===== src/rtl/spd_pkg.sv =====
package spd_pkg;
   typedef enum logic [1:0] {
      CH_IDLE  = 2'd0,
      CH_WAIT  = 2'd1,
      CH_PULSE = 2'd2
   } ch_state_e;

   function automatic int unsigned spd_max(input int unsigned a, input int unsigned b);
      return (a > b) ? a : b;
   endfunction
endpackage


===== src/rtl/spd_sync_vec.sv =====
module spd_sync_vec #(
   parameter int unsigned   W       = 1,
   parameter int unsigned   STAGES  = 2,
   parameter logic [W-1:0]  RST_VAL = '0
) (
   input  logic         clk,
   input  logic         rst_n,
   input  logic [W-1:0] d,
   output logic [W-1:0] q
);
   if (STAGES < 1) begin : g_bad_stages
      $error("spd_sync_vec: STAGES must be at least 1");
   end

   if (STAGES == 1) begin : g_single
      logic [W-1:0] st_q;
      always_ff @(posedge clk or negedge rst_n) begin
         if (!rst_n) st_q <= RST_VAL;
         else        st_q <= d;
      end
      assign q = st_q;
   end else begin : g_chain
      logic [STAGES-1:0][W-1:0] st_q;
      always_ff @(posedge clk or negedge rst_n) begin
         if (!rst_n) st_q <= {STAGES{RST_VAL}};
         else        st_q <= {st_q[STAGES-2:0], d};
      end
      assign q = st_q[STAGES-1];
   end
endmodule


===== src/rtl/spd_ctl_front.sv =====
module spd_ctl_front #(
   parameter int unsigned SYNC_STAGES = 2
) (
   input  logic clk,
   input  logic rst_n,
   input  logic cs_n,
   input  logic sclk,
   input  logic sdi,
   output logic shift_en,
   output logic shift_bit,
   output logic latch_en
);
   logic [2:0] raw_v;
   logic [2:0] sync_v;
   logic       cs_s, ck_s;
   logic       cs_prev_q, ck_prev_q;

   assign raw_v = {cs_n, sclk, sdi};

   spd_sync_vec #(
      .W       (3),
      .STAGES  (SYNC_STAGES),
      .RST_VAL (3'b100)
   ) u_sync (
      .clk   (clk),
      .rst_n (rst_n),
      .d     (raw_v),
      .q     (sync_v)
   );

   assign cs_s      = sync_v[2];
   assign ck_s      = sync_v[1];
   assign shift_bit = sync_v[0];

   always_ff @(posedge clk or negedge rst_n) begin
      if (!rst_n) begin
         cs_prev_q <= 1'b1;
         ck_prev_q <= 1'b0;
      end else begin
         cs_prev_q <= cs_s;
         ck_prev_q <= ck_s;
      end
   end

   assign shift_en = ck_s & ~ck_prev_q & ~cs_s;
   assign latch_en = cs_s & ~cs_prev_q;

   AST_SHIFT_ONE_SHOT: assert property (@(posedge clk) disable iff (!rst_n)
      shift_en |=> !shift_en);
   AST_LATCH_ONE_SHOT: assert property (@(posedge clk) disable iff (!rst_n)
      latch_en |=> !latch_en);
endmodule


===== src/rtl/spd_shift_chain.sv =====
module spd_shift_chain #(
   parameter int unsigned NUM_CH = 16,
   parameter int unsigned CODE_W = 4,
   localparam int unsigned LEN   = NUM_CH * CODE_W
) (
   input  logic           clk,
   input  logic           rst_n,
   input  logic           clr_n,
   input  logic           shift_en,
   input  logic           shift_bit,
   input  logic           latch_en,
   output logic           sdo,
   output logic [LEN-1:0] codes
);
   logic [LEN-1:0] sr_q;
   logic [LEN-1:0] codes_q;
   logic           code_rst_n;

   always_ff @(posedge clk or negedge rst_n) begin
      if (!rst_n)        sr_q <= '0;
      else if (shift_en) sr_q <= {sr_q[LEN-2:0], shift_bit};
   end

   // clear acts without a clock edge, so it overrides any latch
   assign code_rst_n = rst_n & clr_n;

   always_ff @(posedge clk or negedge code_rst_n) begin
      if (!code_rst_n)   codes_q <= '0;
      else if (latch_en) codes_q <= sr_q;
   end

   assign sdo   = sr_q[LEN-1];
   assign codes = codes_q;

   AST_CHAIN_HOLD: assert property (@(posedge clk) disable iff (!rst_n)
      !shift_en |=> $stable(sr_q));
   AST_CODES_HOLD: assert property (@(posedge clk) disable iff (!rst_n || !clr_n)
      !latch_en |=> $stable(codes_q));
   AST_CLEAR_ZERO: assert property (@(posedge clk) disable iff (!rst_n)
      !clr_n |-> (codes_q == '0));
   AST_LATCH_COPIES: assert property (@(posedge clk) disable iff (!rst_n || !clr_n)
      (latch_en && clr_n) |=> (codes_q == $past(sr_q)));
endmodule


===== src/rtl/spd_channel.sv =====
module spd_channel
   import spd_pkg::*;
#(
   parameter int unsigned CODE_W    = 4,
   parameter int unsigned BASE_CYC  = 10,
   parameter int unsigned STEP_CYC  = 2,
   parameter int unsigned WIDTH_CYC = 20,
   localparam int unsigned MAX_DLY  = BASE_CYC + ((2 ** CODE_W) - 1) * STEP_CYC,
   localparam int unsigned CNT_W    = $clog2(spd_max(MAX_DLY, WIDTH_CYC) + 1)
) (
   input  logic              clk,
   input  logic              rst_n,
   input  logic [CODE_W-1:0] code,
   input  logic              trig,
   output logic              pulse_out
);
   ch_state_e        state_q;
   logic [CNT_W-1:0] cnt_q;
   logic             trig_d_q;
   logic             rise;
   logic [CNT_W-1:0] load_val;

   assign rise     = trig & ~trig_d_q;
   assign load_val = CNT_W'(BASE_CYC) + CNT_W'(code) * CNT_W'(STEP_CYC) - CNT_W'(1);

   always_ff @(posedge clk or negedge rst_n) begin
      if (!rst_n) begin
         state_q  <= CH_IDLE;
         cnt_q    <= '0;
         trig_d_q <= 1'b0;
      end else begin
         trig_d_q <= trig;
         unique case (state_q)
            CH_IDLE: begin
               if (rise) begin
                  state_q <= CH_WAIT;
                  cnt_q   <= load_val;
               end
            end
            CH_WAIT: begin
               if (cnt_q == '0) begin
                  state_q <= CH_PULSE;
                  cnt_q   <= CNT_W'(WIDTH_CYC - 1);
               end else begin
                  cnt_q   <= cnt_q - CNT_W'(1);
               end
            end
            CH_PULSE: begin
               if (cnt_q == '0) state_q <= CH_IDLE;
               else             cnt_q   <= cnt_q - CNT_W'(1);
            end
            default: state_q <= CH_IDLE;
         endcase
      end
   end

   assign pulse_out = (state_q == CH_PULSE);

   AST_RISE_AFTER_WAIT: assert property (@(posedge clk) disable iff (!rst_n)
      $rose(pulse_out) |-> ($past(state_q) == CH_WAIT));
   AST_PULSE_HELD: assert property (@(posedge clk) disable iff (!rst_n)
      (state_q == CH_PULSE && cnt_q != '0) |=> pulse_out);
   AST_NO_RETRIGGER: assert property (@(posedge clk) disable iff (!rst_n)
      (state_q == CH_WAIT && cnt_q != '0) |=>
         (state_q == CH_WAIT && cnt_q == $past(cnt_q) - CNT_W'(1)));
   AST_IDLE_AFTER_PULSE: assert property (@(posedge clk) disable iff (!rst_n)
      (state_q != CH_IDLE) |=>
         (state_q != CH_IDLE || $past(state_q) == CH_PULSE));
endmodule


===== src/rtl/serial_pulse_delay.sv =====
module serial_pulse_delay #(
   parameter int unsigned NUM_CH         = 16,
   parameter int unsigned CODE_W         = 4,
   parameter int unsigned BASE_CYC       = 10,
   parameter int unsigned STEP_CYC       = 2,
   parameter int unsigned WIDTH_CYC      = 20,
   parameter int unsigned SYNC_STAGES    = 2,
   parameter int unsigned IN_SYNC_STAGES = 0
) (
   input  logic              clk,
   input  logic              rst_n,
   input  logic              clr_n,
   input  logic              cs_n,
   input  logic              sclk,
   input  logic              sdi,
   output logic              sdo,
   input  logic [NUM_CH-1:0] trig_in,
   output logic [NUM_CH-1:0] pulse_out
);
   localparam int unsigned LEN = NUM_CH * CODE_W;

   if (NUM_CH < 1)      begin : g_bad_ch    $error("NUM_CH must be at least 1");      end
   if (CODE_W < 1)      begin : g_bad_code  $error("CODE_W must be at least 1");      end
   if (BASE_CYC < 1)    begin : g_bad_base  $error("BASE_CYC must be at least 1");    end
   if (WIDTH_CYC < 1)   begin : g_bad_width $error("WIDTH_CYC must be at least 1");   end
   if (SYNC_STAGES < 2) begin : g_bad_sync  $error("SYNC_STAGES must be at least 2"); end

   logic           shift_en, shift_bit, latch_en;
   logic [LEN-1:0] codes;
   logic [NUM_CH-1:0] trig_s;

   spd_ctl_front #(
      .SYNC_STAGES (SYNC_STAGES)
   ) u_front (
      .clk       (clk),
      .rst_n     (rst_n),
      .cs_n      (cs_n),
      .sclk      (sclk),
      .sdi       (sdi),
      .shift_en  (shift_en),
      .shift_bit (shift_bit),
      .latch_en  (latch_en)
   );

   spd_shift_chain #(
      .NUM_CH (NUM_CH),
      .CODE_W (CODE_W)
   ) u_chain (
      .clk       (clk),
      .rst_n     (rst_n),
      .clr_n     (clr_n),
      .shift_en  (shift_en),
      .shift_bit (shift_bit),
      .latch_en  (latch_en),
      .sdo       (sdo),
      .codes     (codes)
   );

   if (IN_SYNC_STAGES == 0) begin : g_trig_direct
      assign trig_s = trig_in;
   end else begin : g_trig_sync
      spd_sync_vec #(
         .W       (NUM_CH),
         .STAGES  (IN_SYNC_STAGES),
         .RST_VAL ('0)
      ) u_trig_sync (
         .clk   (clk),
         .rst_n (rst_n),
         .d     (trig_in),
         .q     (trig_s)
      );
   end

   for (genvar k = 0; k < NUM_CH; k++) begin : g_ch
      spd_channel #(
         .CODE_W    (CODE_W),
         .BASE_CYC  (BASE_CYC),
         .STEP_CYC  (STEP_CYC),
         .WIDTH_CYC (WIDTH_CYC)
      ) u_ch (
         .clk       (clk),
         .rst_n     (rst_n),
         .code      (codes[k*CODE_W +: CODE_W]),
         .trig      (trig_s[k]),
         .pulse_out (pulse_out[k])
      );
   end

   AST_RESET_QUIET: assert property (@(posedge clk)
      !rst_n |=> (pulse_out == '0));
endmodule


===== config.mk =====
export PLATFORM = sky130hd
export DESIGN_NAME = serial_pulse_delay
export DESIGN_NICKNAME = d
export VERILOG_FILES = /design/src/rtl/spd_pkg.sv /design/src/rtl/spd_sync_vec.sv /design/src/rtl/spd_ctl_front.sv /design/src/rtl/spd_shift_chain.sv /design/src/rtl/spd_channel.sv /design/src/rtl/serial_pulse_delay.sv
export SDC_FILE = /design/constraint.sdc
export NUM_CORES = 1
export LEC_CHECK = 0
export ABC_AREA = 1
export BUFFER_PORTS_ARGS = -buffer_cell sky130_fd_sc_hd__buf_2
export CAP_MARGIN = 20
export CORE_MARGIN = 2
export CORE_UTILIZATION = 52
export CTS_CLUSTER_SIZE = 28
export DETAILED_ROUTE_END_ITERATION = 6
export MAX_ROUTING_LAYER = met4
export PLACE_DENSITY = 0.78
export SYNTH_ARGS = -nofsm -noshare
export SYNTH_HDL_FRONTEND = slang
export SYNTH_HIERARCHICAL = 1
export SYNTH_SLANG_ARGS = --single-unit

===== constraint.sdc =====
create_clock -name clk -period 5.2 [get_ports clk]
set_clock_uncertainty 0.2 [all_clocks]
set_input_delay 0.52 -clock clk [delete_from_list [all_inputs] [get_ports clk]]
set_output_delay 0.52 -clock clk [all_outputs]
set_load 0.03 [all_outputs]

### Yosys cells after proc, flatten, opt, wreduce, memory -nomap -nowiden

Index checks and enable logic that the tools add are counted.

* add/sub/neg operators: 48
* equal/unequal tests: 96
* mux-type cells: 128
* bitwise operators: 39
* reduce and logical (&&, ||, !) cells: 80

Operators by type and width (count)
* $mux 6: 48
* $pmux 6 s3: 16
* $sub 6x1->6 const B: 32
* $add 4x5->6 const A: 16
* $logic_not 6->1: 16
* $mux 2: 48
* $pmux 2 s3: 16
* $reduce_and 3->1: 32
* $ne 2x1->1 const B: 32
* $ne 2x2->1 const B: 32
* $reduce_bool 3->1: 16
* $eq 2x1->1 const B: 16
* $eq 2x2->1 const B: 16
* $logic_not 2->1: 16
* $and 1x1->1: 20
* $not 1->1: 19

* register bits: 280
* input port bits: 22
* output and inout port bits: 17
* word-level logic and storage cells: 445

### Longest topological paths before layout

* depth after elaboration: 4
* depth in mapped cells: 11
* mapped depth without buffers: 11

### By module

The synthesis kept the hierarchy.

By module, submodules not included
* spd_channel (g_ch[0].u_ch ...): times used 14, cells an instance 89, area an instance 654.4 um^2, seq. area each 225.2 um^2
* spd_shift_chain: times used 1, cells an instance 542, area an instance 4893.4 um^2, seq. area each 3203.1 um^2
* spd_channel (g_ch[9].u_ch): times used 1, cells an instance 107, area an instance 724.4 um^2, seq. area each 225.2 um^2
* spd_channel (g_ch[6].u_ch): times used 1, cells an instance 86, area an instance 675.6 um^2, seq. area each 225.2 um^2
* spd_sync_vec: times used 1, cells an instance 9, area an instance 175.2 um^2, seq. area each 152.6 um^2
* spd_ctl_front: times used 1, cells an instance 6, area an instance 71.3 um^2, seq. area each 51.3 um^2

### Worst setup path before layout

No wires, ideal clock.

* kind: register to register
* start: register g_ch[6].u_ch.state_q[0]
* end: register g_ch[6].u_ch.cnt_q[5]
* setup time: 0.069 ns
* data arrival time: 1.461 ns
* data required time: 4.931 ns
* slack: 3.470 ns
* stages on the path, launching flop included: 9
* buffers on the path: 0
* clock period less this slack: 1.730 ns
* cell sequence: dfrtp_1 -> inv_1 -> ha_1 -> inv_1 -> nand2_1 -> nand3_1 -> nor2_1 -> nor2_2 -> nor2_2

* longest elaborated chain between the ends: 3
* elaborated cells between the ends (all ways): 8
* classes of those cells: 4 x eq/ne; 1 x mux; 3 x reduce/logical

Ends and longest elaborated chain
* start, declared: line spd_channel.sv:17 `ch_state_e state_q;`
* start signal, assigned: line spd_channel.sv:28 `state_q <= CH_IDLE;`
* start signal, assigned: line spd_channel.sv:36 `state_q <= CH_WAIT;`
* start signal, assigned: line spd_channel.sv:42 `state_q <= CH_PULSE;`
* $eq 2x2->1 (*)
* named net pulse_out[6]: line serial_pulse_delay.sv:18 `output logic [NUM_CH-1:0] pulse_out`
* $ne 2x2->1 (no line) / $reduce_bool 3->1 (equally long branches)
* $reduce_and 3->1 (no line)
* end signal, assigned: line spd_channel.sv:37 `cnt_q <= load_val;`
* end signal, assigned: line spd_channel.sv:43 `cnt_q <= CNT_W'(WIDTH_CYC - 1);`
* end signal, assigned: line spd_channel.sv:45 `cnt_q <= cnt_q - CNT_W'(1);`
* end, declared: line spd_channel.sv:18 `logic [CNT_W-1:0] cnt_q;`

The timed path passes the listed nets; every way through them passes the cells marked *.
A chain may end at the register's enable or synchronous reset.

### Worst setup path after layout

* start: register u_front.u_sync.g_chain.st_q (netlist bit u_front/u_sync/q[2])
* end: register u_chain.sr_q[52]

* longest elaborated chain between the ends: 2

Ends and longest elaborated chain
* start, declared: line spd_sync_vec.sv:23 `logic [STAGES-1:0][W-1:0] st_q;`
* start signal, assigned: line spd_sync_vec.sv:25 `if (!rst_n) st_q <= {STAGES{RST_VAL}};`
* start signal, assigned: line spd_sync_vec.sv:26 `else st_q <= {st_q[STAGES-2:0], d};`
* $not 1->1: line spd_ctl_front.sv:45 `assign shift_en = ck_s & ~ck_prev_q & ~cs_s;`
* $and 1x1->1: line spd_ctl_front.sv:45
* named net shift_en: line serial_pulse_delay.sv:28 `logic shift_en, shift_bit, latch_en;`
* end signal, assigned: line spd_shift_chain.sv:21 `else if (shift_en) sr_q <= {sr_q[LEN-2:0], shift_bit};`
* end, declared: line spd_shift_chain.sv:15 `logic [LEN-1:0] sr_q;`

The timed path passes the listed nets, and every way through them passes these cells.

==> results.toml <==
[route]
via_per_inst = 5.08
highest_layer = "met4"
initialDrtViolationCount = 843
wirelength_mm = 30.5
wire_per_inst_um = 12.3
route.met2.wl_mm = 15.4
postRouteAntennaNets = 0
drc_errors = 0
met1_length_mm = 13.7
firstDrtPassIters = 5
vias = 12600
met3_length_um = 948

[setup_path]
rr_worst_depth = 7
criticalPathCategory = "flop to flop"
cp.required_ns = 5.48
start_kind = "flop"
crit_arrival_ns = 2.66
path_max_fanout = 65
crit_path_end_kind = "flop"

[floorplan]
die_w_um = 178
core_um2 = 29700
initial_core_util = 0.528
dieArea_um2 = 31600
io_pins = 39
die_h_um = 178
num_rows = 63

[timing]
rsz0062_at_grt = "no"
min_period_over_period = 0.459
finalSetupViolCount = 0
fin_ws_ns = 2.81
finalHoldViolations = 0
slew_headroom = 0.322
tns_ns = 0
post-route-min-period_ns = 2.39
worst_pin_slew_ns = 1.02
slew_viol_final = 0
max_freq_mhz = 419

[grt]
grt_pass1_wl_mm = 54.7
grt_max_degree = 130
grt_pass1_vias = 12500
grt_use_total = 0.208
antenna_found_initial = 0
grt_overflow = 0

[worst_hold_path]
min_path_type = "input port to asynchronous set/reset pin"

[synthesis]
syn_area_um2 = 15700
synth_async_sr_flop_share = 1.00
synth_edf_count = 0
synth_nets = 2115
synth.top_cells.by_count = "nand2_1, dfrtp_1, nor2_1"
synth_flop_cell = "dfrtp_1"
ys_seq_area_frac = 0.446
yosysWarnings = 6
synth_top_area_cell = "dfrtp_1"
yosysTopAreaCellShare = 0.441
synth-seq-cells = 280
yosys.cell_types.count = 32
synth.area.top_cells = "dfrtp_1, nand2_1, ha_1"
postSynthAreaPerCell_um2 = 7.87
synthCells = 1996
yosysMostFrequentCell = "nand2_1"

[placement]
dp.cells = 2398
port_buffers = 38
place_area_um2 = 16200
place_congestion = 0.905
dp_hpwl_mm = 20.9
dpl_worst_slack_ns = 2.80

[cells_and_area]
fin_cells = 2476
n_antenna_cell = 0
seqCellArea_um2 = 7010
fin_area_um2 = 17500
post-route-util = 0.588
area_delta_synth_final_pct = 11.2
nFillCells = 2590
final_nets = 2181
drive_gt1_frac = 0.122
multi_input_area_um2 = 7640

[power]
vdd_drop_max_mv = 0.377
powerDensity_nw_per_um2 = 580
power_leakage_nw = 9.46

[clock_network]
cts-root-buf = "clkbuf_16"
clk_latency_ns = 0.55
cts_inserted_buffers = 31
clk_pin_slew_ns = 0.06
htreeDepth = 1
numClockSinks = 280
clockBufferDepth = 3
cts_tree = "yes"

[flow_run]
cap_violations = 0

[status]
outcome = "finished clean"
-- state kept, by name (all words and copies together) (netlist names) --
register,flops
g_ch.u_ch/cnt_q,96
g_ch.u_ch/state_q,32
g_ch.u_ch/trig_d_q,16
u_chain/codes,64
u_chain/sr_q,64
u_front/ck_prev_q,1
u_front/cs_prev_q,1
u_front/u_sync/g_chain.st_q,3
u_front/u_sync/q,3
-- cells by family (layout without fill, tap and decap cells) --
family                     count (synthesis)  count (layout)  share of synthesized area
AOI/OAI and AO/OA                        176             176                     0.0628
buffers and inverters                    231             321                     0.0675
adders and majority gates                 97              97                     0.0773
xor gates and xnor gates                  30              30                     0.0167
DFF                                      280             280                      0.446
and+or+nand+nor                         1182            1182                      0.329
-- worst max-delay path, cell delays in order, from the launching register on --
cell and delay (ns):
dfstp_2 0.53, inv_2 0.05, nand2_2 0.07, nor2_4 0.03
buf_4 0.31, inv_2 0.82, nand2_1 0.15, nand2_1 0.11
-- routing by layer --
layer | up-vias | GRT usage
li1 | 6374 | -
met1 | 5978 | 0.255
met2 | 182 | 0.367
met3 | 43 | 0.0253
met4 | 0 | 0.0482
met5 | - | -
-- final cells by class --
type | instances | area share
Clock buffer | 40 | 0.0492
Clock inverter | 17 | 0.0116
Inverter | 201 | 0.0454
Multi-Input combinational cell | 1485 | 0.438
Sequential cell | 280 | 0.402
Tap cell | 390 | 0.0279
Timing Repair Buffer | 63 | 0.0265
-- cell usage in the layout (no fill, tap or decap), types with 4 or more instances in the layout --
cell type | synthesis | layout
nand2_1 | 710 | 710
dfrtp_1 | 277 | 277
nor2_1 | 241 | 240
inv_1 | 180 | 179
ha_1 | 97 | 97
nand3_1 | 68 | 68
o21ai_0 | 58 | 58
o21ai_1 | 46 | 46
a21oi_1 | 39 | 39
buf_2 | 12 | 37
nand4_1 | 34 | 34
nor2_2 | 34 | 33
clkbuf_16 | 0 | 31
nand2_4 | 30 | 30
dlygate4sd3_1 | 0 | 20
nor2_4 | 17 | 19
nand2_2 | 18 | 18
xor2_1 | 16 | 16
o21ai_2 | 16 | 16
inv_4 | 15 | 15
nor3_1 | 14 | 14
or2_2 | 14 | 14
xnor2_1 | 14 | 14
o21bai_1 | 14 | 14
clkinv_2 | 0 | 8
inv_2 | 5 | 6
clkbuf_8 | 8 | 5
bufinv_16 | 0 | 4
clkbuf_1 | 0 | 4
-- repair_timing --
action,4_1_cts,5_1_grt
buffers inserted,0,0
resized for setup,0,0
hold buffers,20,0
endpoints found under the hold margin,106,0
-- power breakdown --
part	internal (mW)	switching (mW)	leakage (nW)	total (mW)
logic	1.69	3.06	5.27	4.75
registers	2.66	0.470	3.66	3.13
clock network	1.36	0.881	0.528	2.25
-- final timing paths --
check | endpoint | slack [ns] | startpoint
setup / recovery | u_chain/sr_q[52] | 2.81 | u_front/u_sync/q[2]
hold / removal | u_chain/codes[10] | 0.06 | clr_n
setup reg to reg | u_chain/sr_q[52] | 2.81 | u_front/u_sync/q[2]
hold reg to reg | u_front/u_sync/q[2] | 0.16 | u_front/u_sync/g_chain.st_q[2]
max in group asynchronous | u_chain/codes[62] | 3.00 | rst_n
min in group clk | u_front/u_sync/q[2] | 0.16 | u_front/u_sync/g_chain.st_q[2]
-- metrics by stage --
step / hold slack, ns / power [mW]
6_report: 0.0571 / 10.1
5_1_grt: 0.154 / 11.1
4_1_cts: 0.0941 / 10.2
3_5_place_dp: 0.149 / 7.88
3_3_place_gp: 0.150 / 7.69
2_1_floorplan: 0.0244 / 6.92
(Power assumes the default switching activity.)
